### config.mk
export PLATFORM = sky130hd
export DESIGN_NAME = gate_fault_supervisor
export DESIGN_NICKNAME = d
export VERILOG_FILES = /design/src/rtl/gate_fault_supervisor.sv
export SDC_FILE = /design/constraint.sdc
export NUM_CORES = 1
export LEC_CHECK = 0
export CORE_MARGIN = 4
export CORE_UTILIZATION = 50
export CTS_CLUSTER_DIAMETER = 60
export DETAILED_ROUTE_END_ITERATION = 6
export PLACE_DENSITY = 0.82
export SLEW_MARGIN = 20
export SYNTH_ARGS = -nofsm -noshare
export SYNTH_HDL_FRONTEND = slang
export SYNTH_SLANG_ARGS = --single-unit
export TNS_END_PERCENT = 1
### constraint.sdc
create_clock -name clk -period 3.8 [get_ports clk]
set_clock_uncertainty 0.05 [all_clocks]
set_input_delay 0.57 -clock clk [delete_from_list [all_inputs] [get_ports clk]]
set_output_delay 0.57 -clock clk [all_outputs]
set_load 0.005 [all_outputs]
### src/rtl/gate_fault_supervisor.sv
module gate_fault_supervisor #(
  parameter int BLANK_T0 = 12,
  parameter int BLANK_T1 = 20,
  parameter int BLANK_T2 = 32,
  parameter int BLANK_T3 = 56,
  parameter int STG_FILT = 4
) (
  input  logic       clk,
  input  logic       rst_n,
  input  logic       tick,
  input  logic       in_pin,
  input  logic       reg_gate,
  input  logic       drv_en,
  input  logic       cp_uv,
  input  logic       vdd_uv,
  input  logic [1:0] blank_sel,
  input  logic       mask_off,
  input  logic       clr,
  input  logic       stg_cmp,
  input  logic       stb_cmp,
  input  logic       ol_cmp,
  output logic       gate_on,
  output logic       stg_flag,
  output logic       stb_flag,
  output logic       ol_flag,
  output logic       fault_req
);

  localparam int M01  = (BLANK_T0 > BLANK_T1) ? BLANK_T0 : BLANK_T1;
  localparam int M23  = (BLANK_T2 > BLANK_T3) ? BLANK_T2 : BLANK_T3;
  localparam int BMAX = (M01 > M23) ? M01 : M23;
  localparam int CW   = $clog2(BMAX + 1);
  localparam int FW   = $clog2(STG_FILT + 1);

  logic [CW-1:0] lim, cnt;
  logic [FW-1:0] fcnt;
  logic          g_q, uv, blank_done, on_eval, off_eval, stg_set, block;

  assign uv      = cp_uv | vdd_uv;
  assign block   = stg_flag | ((stb_flag | ol_flag) & ~mask_off);
  assign gate_on = (in_pin | reg_gate) & drv_en & ~uv & ~block;

  always_comb begin
    case (blank_sel)
      2'd0:    lim = CW'(BLANK_T0);
      2'd1:    lim = CW'(BLANK_T1);
      2'd2:    lim = CW'(BLANK_T2);
      default: lim = CW'(BLANK_T3);
    endcase
  end

  assign blank_done = (gate_on == g_q) && (cnt >= lim);
  assign on_eval    = gate_on & blank_done & ~uv;
  assign off_eval   = ~gate_on & blank_done & ~uv;
  assign stg_set    = on_eval & stg_cmp & tick & (fcnt == FW'(STG_FILT - 1));

  always_ff @(posedge clk) begin
    if (!rst_n) begin
      g_q <= 1'b0;
      cnt <= '0;
    end else if (gate_on != g_q) begin
      g_q <= gate_on;
      cnt <= '0;
    end else if (tick && cnt < lim) begin
      cnt <= cnt + 1'b1;
    end
  end

  always_ff @(posedge clk) begin
    if (!rst_n || clr || !(on_eval && stg_cmp))
      fcnt <= '0;
    else if (tick && !stg_set)
      fcnt <= fcnt + 1'b1;
  end

  always_ff @(posedge clk) begin
    if (!rst_n || clr) begin
      stg_flag <= 1'b0;
      stb_flag <= 1'b0;
      ol_flag  <= 1'b0;
    end else begin
      if (stg_set)             stg_flag <= 1'b1;
      if (off_eval && stb_cmp) stb_flag <= 1'b1;
      if (off_eval && ol_cmp)  ol_flag  <= 1'b1;
    end
  end

  assign fault_req = stg_flag | stb_flag | ol_flag;

  AST_GATE_OFF_WHEN_DISABLED: assert property (@(posedge clk) disable iff (!rst_n)
    (!drv_en || uv) |-> !gate_on);
  AST_UV_NO_LATCH: assert property (@(posedge clk) disable iff (!rst_n)
    (uv && !clr) |=> ({stg_flag, stb_flag, ol_flag} == $past({stg_flag, stb_flag, ol_flag})));
  AST_BLANK_BOUND: assert property (@(posedge clk) disable iff (!rst_n)
    cnt <= CW'(BMAX));
  AST_STG_ONLY_ON: assert property (@(posedge clk) disable iff (!rst_n)
    $rose(stg_flag) |-> $past(gate_on && stg_cmp));
  AST_STG_KILLS_GATE: assert property (@(posedge clk) disable iff (!rst_n)
    stg_flag |-> !gate_on);
  AST_STB_ONLY_OFF: assert property (@(posedge clk) disable iff (!rst_n)
    $rose(stb_flag) |-> $past(!gate_on && stb_cmp));
  AST_OL_ONLY_OFF: assert property (@(posedge clk) disable iff (!rst_n)
    $rose(ol_flag) |-> $past(!gate_on && ol_cmp));
  AST_FLAG_HOLDS: assert property (@(posedge clk) disable iff (!rst_n)
    (stg_flag && !clr) |=> stg_flag);
  AST_CLR_EMPTIES: assert property (@(posedge clk) disable iff (!rst_n)
    clr |=> !fault_req);

endmodule

### Word-level counts from Yosys, hierarchy flattened

Cells that the tools add are included.

| operators by class | value |
|---|---|
| add/subtract/negate cells | 2 |
| magnitude comparators | 2 |
| equality and inequality tests | 5 |
| muxes and demuxes | 1 |
| bitwise gates (word level) | 22 |
| reduce and logical (&&, ||, !) cells | 13 |

Operators with widths:

| kind | number |
|---|---|
| 6-bit case mux with 3 select lines | 1 |
| 1-bit bitwise AND | 11 |
| 6-bit by 1-bit adder with 6-bit output (second input constant) | 1 |
| 6-bit >= comparator | 1 |
| 1-bit logical AND | 6 |
| 6-bit less-than comparator | 1 |
| 1-bit OR | 6 |
| 1-bit inverter | 5 |
| 3-bit by 1-bit adder with 3-bit output (second input constant) | 1 |
| 3-bit by 2-bit == test with 1-bit output (second input constant) | 1 |
| 1-bit logical NOT | 3 |
| 2-bit by 1-bit == test with 1-bit output (second input constant) | 1 |
| 2-bit == test (second input constant) | 1 |
| 2-bit logical NOT | 1 |
| 1-bit logical OR | 2 |
| 2-bit OR reduction | 1 |
| 1-bit == test | 1 |
| 1-bit inequality test | 1 |

| storage, ports and cells | value |
|---|---|
| flip-flop bits (word level) | 13 |
| input bits | 15 |
| output and inout bits | 5 |
| logic and storage cells | 51 |

### Depth between registers and ports, before layout

Gate-level depths: netlist of run 1.

| depth | value |
|---|---|
| depth in word-level cells | 14 |
| gate-level depth with buffers | 9 |
| depth with buffers taken out | 9 |

### Worst setup path after synthesis of run 1

No wires, ideal clock.

| timing path | value |
|---|---|
| path type | input-to-reg |
| from | in blank_sel[1] |
| to | reg stg_flag |
| library setup time | 0.116 ns |
| arrival time | 1.951 ns |
| data required time | 3.634 ns |
| path slack | 1.682 ns |
| stages | 9 |
| path buffers | 0 |
| path through | inv_1 -> ha_1 -> inv_1 -> ha_1 -> nor2b_1 -> o211ai_2 -> nand3_1 -> a31oi_1 -> nor2_1 |

| on the way | value |
|---|---|
| cells in the longest elaborated chain, start to end | 9 |
| elaborated cells between the ends (all ways) | 11 |
| classes of those cells | order compare: 1; eq/ne: 2; mux: 1; bitwise: 5; reduce/logical: 2 |

Ends and longest elaborated chain:

| what | line | RTL |
|---|---|---|
| start, declared | 16 | `input logic [1:0] blank_sel,` |
| 2-bit == test (tied with other cells) | 44 | `case (blank_sel)` |
| 6-bit case mux with 3 select lines * | 44 |  |
| 6-bit >= comparator * | 52 | `assign blank_done = (gate_on == g_q) && (cnt >= lim);` |
| 1-bit logical AND * | 52 |  |
| 1-bit bitwise AND * (2 in a row) | 53 | `assign on_eval = gate_on & blank_done & ~uv;` |
| 1-bit bitwise AND * (3 in a row) | 55 | `assign stg_set = on_eval & stg_cmp & tick & (fcnt == FW'(STG_FILT - 1));` |
| end signal, assigned | 78 | `stg_flag <= 1'b0;` |
| end signal, assigned | 82 | `if (stg_set) stg_flag <= 1'b1;` |
| end, declared | 23 | `output logic stg_flag,` |

Mark *: on every way between the ends. The rest lies on a longest branch, timed or not.
A chain may end at the register's enable or synchronous reset.

### Worst setup path in the final report of run 1

| timing path | value |
|---|---|
| from | in vdd_uv |
| to | out gate_on |

| on the way | value |
|---|---|
| cells in the longest elaborated chain, start to end | 4 |

Ends and longest elaborated chain:

| what | line | RTL |
|---|---|---|
| start, declared | 15 | `input logic vdd_uv,` |
| 1-bit OR | 39 | `assign uv = cp_uv \| vdd_uv;` |
| 1-bit inverter | 41 | `assign gate_on = (in_pin \| reg_gate) & drv_en & ~uv & ~block;` |
| 1-bit bitwise AND (2 in a row) | 41 |  |
| end, declared | 22 | `output logic gate_on,` |

Every way passes these cells.

==> impl_metrics.yaml, run 1 <==
detailed_routing:
  drt-total-wl_um: 1720
  wl_met2_um: 867
  wl_met1_um: 765
  via_per_inst: 5.36
  drtIter0Drc: 9
  highest_layer: "met4"
  wl_per_cell_um: 13.9
  dr_wl_met3_um: 57
  firstDrtPassIters: 4
  antenna_left: 0
  drc: 0
  num_vias: 665
floorplan:
  die_area_um2: 2220
  coreArea_um2: 1370
  num_rows: 13
  start_util_pct: 56.1
  die_w_um: 47.2
  ios: 20
  die_h_um: 47.2
logic_synthesis:
  ys_ff_latch: 13
  synth_edf_count: 0
  synth_nets: 111
  synth_warnings: 0
  synth_area_um2: 767
  async_reset_ff_share_pct: 0
  yosysTopAreaCellShare_pct: 33.9
  yosysSeqAreaShare_pct: 33.9
  synth_area_leaders: "dfxtp_1 (34%), ha_1 (16%), nor2_1 (7.3%), xnor2_1 (4.6%), inv_1 (3.4%)"
  synth.distinct_cells: 26
  synth_top_flop_cell: "dfxtp_1"
  yosys-top-cells-count: "nor2_1 (15), dfxtp_1 (13), ha_1 (10)"
  syn_area_per_cell_um2: 8.92
  yosysMostFrequentCell: "nor2_1"
  yosysTopAreaCell: "dfxtp_1"
  postSynthCellCount: 86
sta:
  worstMarginPinSlew_ps: 373
  worst_slack_ps: 1090
  max_freq_mhz: 368
  relSlewSlack_pct: 74.9
  period_share_pct: 71.4
  drv_slew: 0
  period_needed_ps: 2710
  setup_violations: 0
  hold_viol: 0
  grt_setup_unrepaired: "no"
  setup-tns-final_ps: 0
global_route:
  antenna_found_initial: 0
  grtUsageTotal_pct: 19.3
  gr-total-overflow: 0
  grt_max_degree: 8
  grt_pass1_wl_um: 2990
  first_global_vias: 689
pwr:
  switchingPower_w: 0.0000695
  p_leak_nw: 0.397
  clkPwrFrac_pct: 32.1
  peakVddDrop_mv: 0.269
  pwr-share-comb_pct: 16.6
  p_int_w: 0.000205
  seq_power_share_pct: 51.3
  power_density_nw_per_um2: 274
  swShare_pct: 25.3
layout:
  seq_area_um2: 260
  fin_area_um2: 1000
  final_core_util_pct: 73.4
  drive_gt1_share_pct: 10.1
  nNetsFinal: 135
  fillers: 116
  n_antenna_cell: 0
  multi_input_area_um2: 480
  area_growth_pct: 30.7
clocking:
  path_clk_slew_ps: 70
  cts_hold_buf: 0
  cts_sinks: 13
  post_cts_buffers: 0
  htreeDepth: 1
  cts_resized: 0
  cts_tree: "done"
  clk_path_buf_depth: 2
  cts-root-buf: "clkbuf_4"
  cts_made_buffers: 3
  clock_latency_ps: 280
worst_setup_path:
  rrSetupSlack_ps: 2050
  cpPeakStageDelay_ps: 520
  slowest_stage: "clkdlybuf4s50_1"
  crit_fanout: 6
  reg2reg_from: "cnt[3]"
  crit_arrival_ps: 2090
  cp-start-kind: "primary input"
  r2r_cells: 6
  r2r_end: "stb_flag"
  crit_path_end_kind: "primary output"
  cp_common_cell: "clkdlybuf4s50_1"
  crit_chain: "clkdlybuf4s50_1, nor4b_2, o221a_4, clkdlybuf4s50_1"
  crit_required_ps: 3180
  criticalPathCategory: "primary input to primary output"
placement:
  hpwl_um: 1410
  placed_cell_area_um2: 976
  gp_congestion: 0.849
  post-place-ws_ps: 999
  port-buffer-count: 19
hold_path:
  min_from: "fcnt[2]"
  min_to: "fcnt[2]"
  hold_path_class: "register to register"
  min_delay_path_depth: 2
outcome:
  outcome: "completed"
job:
  maxCapViolations: 0
worst max path at each step:
stage,to,slack (ps),cells past startpoint,from
3_5_place_dp,stb_flag,1000,10,blank_sel[1]
6_report,gate_on,1090,4,vdd_uv
2_1_floorplan,stg_flag,1680,9,blank_sel[1]
3_3_place_gp,ol_flag,1090,10,blank_sel[1]
4_1_cts,gate_on,1080,4,vdd_uv
5_1_grt,gate_on,1010,4,vdd_uv
power by group through the flow:
stage	logic [W]	clock network, W	registers [W]
floorplan	0.0000232	0	0.000144
global placement	0.0000443	0	0.000144
detailed placement	0.0000459	0	0.000144
CTS	0.0000461	0.0000894	0.000141
global route	0.0000518	0.0000973	0.000141
finish	0.0000455	0.0000883	0.000141
per-stage QoR:
step	hold WS (ps)	power, W	cells
2_1_floorplan	412	0.000167	86
3_3_place_gp	429	0.000188	120
3_5_place_dp	446	0.000190	120
4_1_cts	457	0.000276	124
5_1_grt	485	0.000291	124
6_report	451	0.000275	124
cell usage in the layout (no fill, tap or decap), types with 2 or more instances in the layout:
cell type / instances
ha_1: 10
clkbuf_4: 3
mux2i_1: 2
clkdlybuf4s50_1: 19
xor2_1: 2
nor2b_1: 2
nor2_1: 15
inv_1: 7
xnor2_1: 4
a31oi_1: 3
dfxtp_1: 13
nand3_1: 5
nand2_1: 5
a21oi_1: 2
nand4_1: 3
registers in the layout, indices dropped and copies added, names as in the netlist:
register  flops
fcnt          3
stb_flag      1
stg_flag      1
ol_flag       1
cnt           6
g_q           1
worst max-delay path: cells and delay by family:
family / cells / cell delay, ps
buffers and inverters: 2 / 950
AOI/OAI and AO/OA: 1 / 280
and+or+nand+nor: 1 / 290
per-layer routing:
layer / vias to the layer above / GRT usage (%)
li1: 347 / -
met1: 301 / 23.0
met2: 13 / 32.8
met3: 4 / 5.75
met4: 0 / 6.63
met5: - / 0
cells by family (layout without fill, tap and decap cells):
| group | after synthesis | count (layout) | share of synthesized area (%) |
|---|---|---|---|
| xor+xnor | 6 | 6 | 6.85 |
| flops | 13 | 13 | 33.9 |
| simple gates | 39 | 39 | 26.3 |
| compound gates | 9 | 9 | 10.6 |
| mux | 2 | 2 | 2.61 |
| buf+inv | 7 | 30 | 3.43 |
| fa+ha+maj | 10 | 10 | 16.3 |
final cells by class:
type                            instances  share of cell area, %
Clock buffer                            4                   2.62
Inverter                                7                   2.62
Multi-Input combinational cell         66                   47.9
Sequential cell                        13                   26.0
Tap cell                               15                   1.87
Timing Repair Buffer                   19                   19.0
(Power assumes the default switching activity.)
==> inputs of run 2 (changes only) <==
CORE_UTILIZATION = 42   (was 50)
PLACE_DENSITY = 0.73   (was 0.82)
clock period = 2.4 ns   (was 3.8 ns; I/O delays follow)
==> run 2 against run 1 <==
Compared with the run above:
- design area increased by 3.6%
- sequential share of layout area decreased by 0.91 points
- die area grew 16%
- critical endpoint unchanged
==> impl_metrics.yaml, run 2 (synthesized netlist as in run 1, its figures left out) <==
worst_setup_path:
  cp-startpoint: "vdd_uv"
  criticalPathCategory: "primary input to primary output"
  cpPeakStageDelay_ps: 500
  crit_required_ps: 1990
  critPathTopFamily: "buffers and inverters"
  reg2reg_from: "cnt[5]"
  cp-start-kind: "primary input"
  worst-path-buf-inv: 2
  cp_common_cell: "clkdlybuf4s50_1"
  rrSetupSlack_ps: 710
  r2r_cells: 5
  worstSetupPathDepth: 4
  r2r_end: "stb_flag"
  endpoint: "gate_on"
  crit_path_end_kind: "primary output"
  crit_arrival_ps: 1820
  crit_chain: "clkdlybuf4s50_1, nor4b_2, o221a_4, clkdlybuf4s50_1"
  slowest_stage: "clkdlybuf4s50_1"
  crit_fanout: 2
sta:
  setup_violations: 0
  worst_slack_ps: 172
  period_share_pct: 92.8
  max_freq_mhz: 449
  worstMarginPinSlew_ps: 391
  period_needed_ps: 2230
  drv_slew: 0
  grt_setup_unrepaired: "no"
  hold_viol: 0
  relSlewSlack_pct: 73.7
clocking:
  cts_tree: "done"
  clk_path_buf_depth: 2
  cts_hold_buf: 0
  path_clk_slew_ps: 90
  cts_made_buffers: 3
  cts_sinks: 13
  post_cts_buffers: 0
  cts_resized: 0
  clock_latency_ps: 280
  cts-root-buf: "clkbuf_4"
  htreeDepth: 1
pwr:
  power_density_nw_per_um2: 421
  p_total_w: 0.000438
  p_leak_nw: 0.414
  peakVddDrop_mv: 0.287
detailed_routing:
  via_per_inst: 5.03
  firstDrtPassIters: 4
  drc: 0
  num_vias: 689
  drt-total-wl_um: 1610
  antenna_left: 0
  wl_per_cell_um: 11.8
  drtIter0Drc: 7
placement:
  placedCellCount: 133
  hpwl_um: 1340
  gp_congestion: 0.825
  placed_cell_area_um2: 1010
  post-place-ws_ps: -70.1
  port-buffer-count: 19
floorplan:
  die_w_um: 50.7
  num_rows: 15
  die_area_um2: 2570
  start_util_pct: 44.4
  coreArea_um2: 1730
  ios: 20
  die_h_um: 50.7
layout:
  largest_register: "cnt"
  final_core_util_pct: 60.1
  drive_gt1_share_pct: 13.4
  largest_register_ffs: 6
  final_common_cell: "clkdlybuf4s50_1"
  n_antenna_cell: 0
  fillers: 148
  area_growth_pct: 35.4
  stdcell_count: 137
  final_cell_mix: "clkdlybuf4s50_1 (19), nor2_1 (15), dfxtp_1 (13), ha_1 (10), inv_1 (7)"
  largestRegisters: "cnt: 6 flops, fcnt: 3 flops"
  nNetsFinal: 138
  fin_area_um2: 1040
  multi_input_area_um2: 480
  seq_area_um2: 260
global_route:
  grtUsageTotal_pct: 14.0
  first_global_vias: 655
  grt_max_degree: 9
  grt_pass1_wl_um: 2750
  gr-total-overflow: 0
  antenna_found_initial: 0
hold_path:
  hold_path_class: "register to register"
job:
  maxCapViolations: 0
outcome:
  outcome: "completed"
-- run 2: cell types whose count changed in the layout (fill, tap and decap cells not counted), sizes merged --
cell / previous run / this run
buf: 0 / 3
clkbuf: 4 / 3
clkinv: 0 / 1
-- run 2: metal layers --
layer / up-vias / GRT usage [%] / part of all wire (%)
met5: - / 0 / 0
met4: 0 / 6.73 / 1.7
met3: 4 / 4.45 / 3.5
met2: 11 / 21.7 / 50
met1: 321 / 17.3 / 44
li1: 353 / - / -
-- run 2: final cells by class --
class	count	area share, %
Sequential cell	13	25.1
Clock buffer	3	2.17
Inverter	7	2.53
Clock inverter	1	0.482
Multi-Input combinational cell	66	46.3
Tap cell	25	3.01
Timing Repair Buffer	22	20.5
-- run 2: through the flow --
step	hold WS (ps)	TNS, ps
global placement	433	-81.8
detailed placement	446	-199
finish	454	0
global route	475	0
floorplan	412	0
CTS	458	0
-- run 2: how the worst min path moves through the flow --
stage                       start  cells after the start  slack [ps]      end
after floorplan            cnt[3]                      2         410   cnt[3]
after global placement    fcnt[1]                      2         430  fcnt[1]
after detailed placement   cnt[3]                      2         450   cnt[3]
after CTS                  cnt[3]                      2         460   cnt[3]
after global routing       cnt[3]                      2         470   cnt[3]
final                     fcnt[2]                      2         450  fcnt[2]
-- run 2: report_power, final --
group,switching [W],leakage [nW],internal [W],total (W)
Combinational,0.0000313,0.291,0.0000429,0.0000743
Sequential,0.00000385,0.105,0.000220,0.000223
Clock,0.0000780,0.0177,0.0000620,0.000140
-- run 2: worst register-to-register path, cell delays in order (launching register included) --
cell,delay [ps]
dfxtp_1,330
ha_1,340
a21oi_1,330
nand3_1,240
a31oi_1,250
nor2_1,60
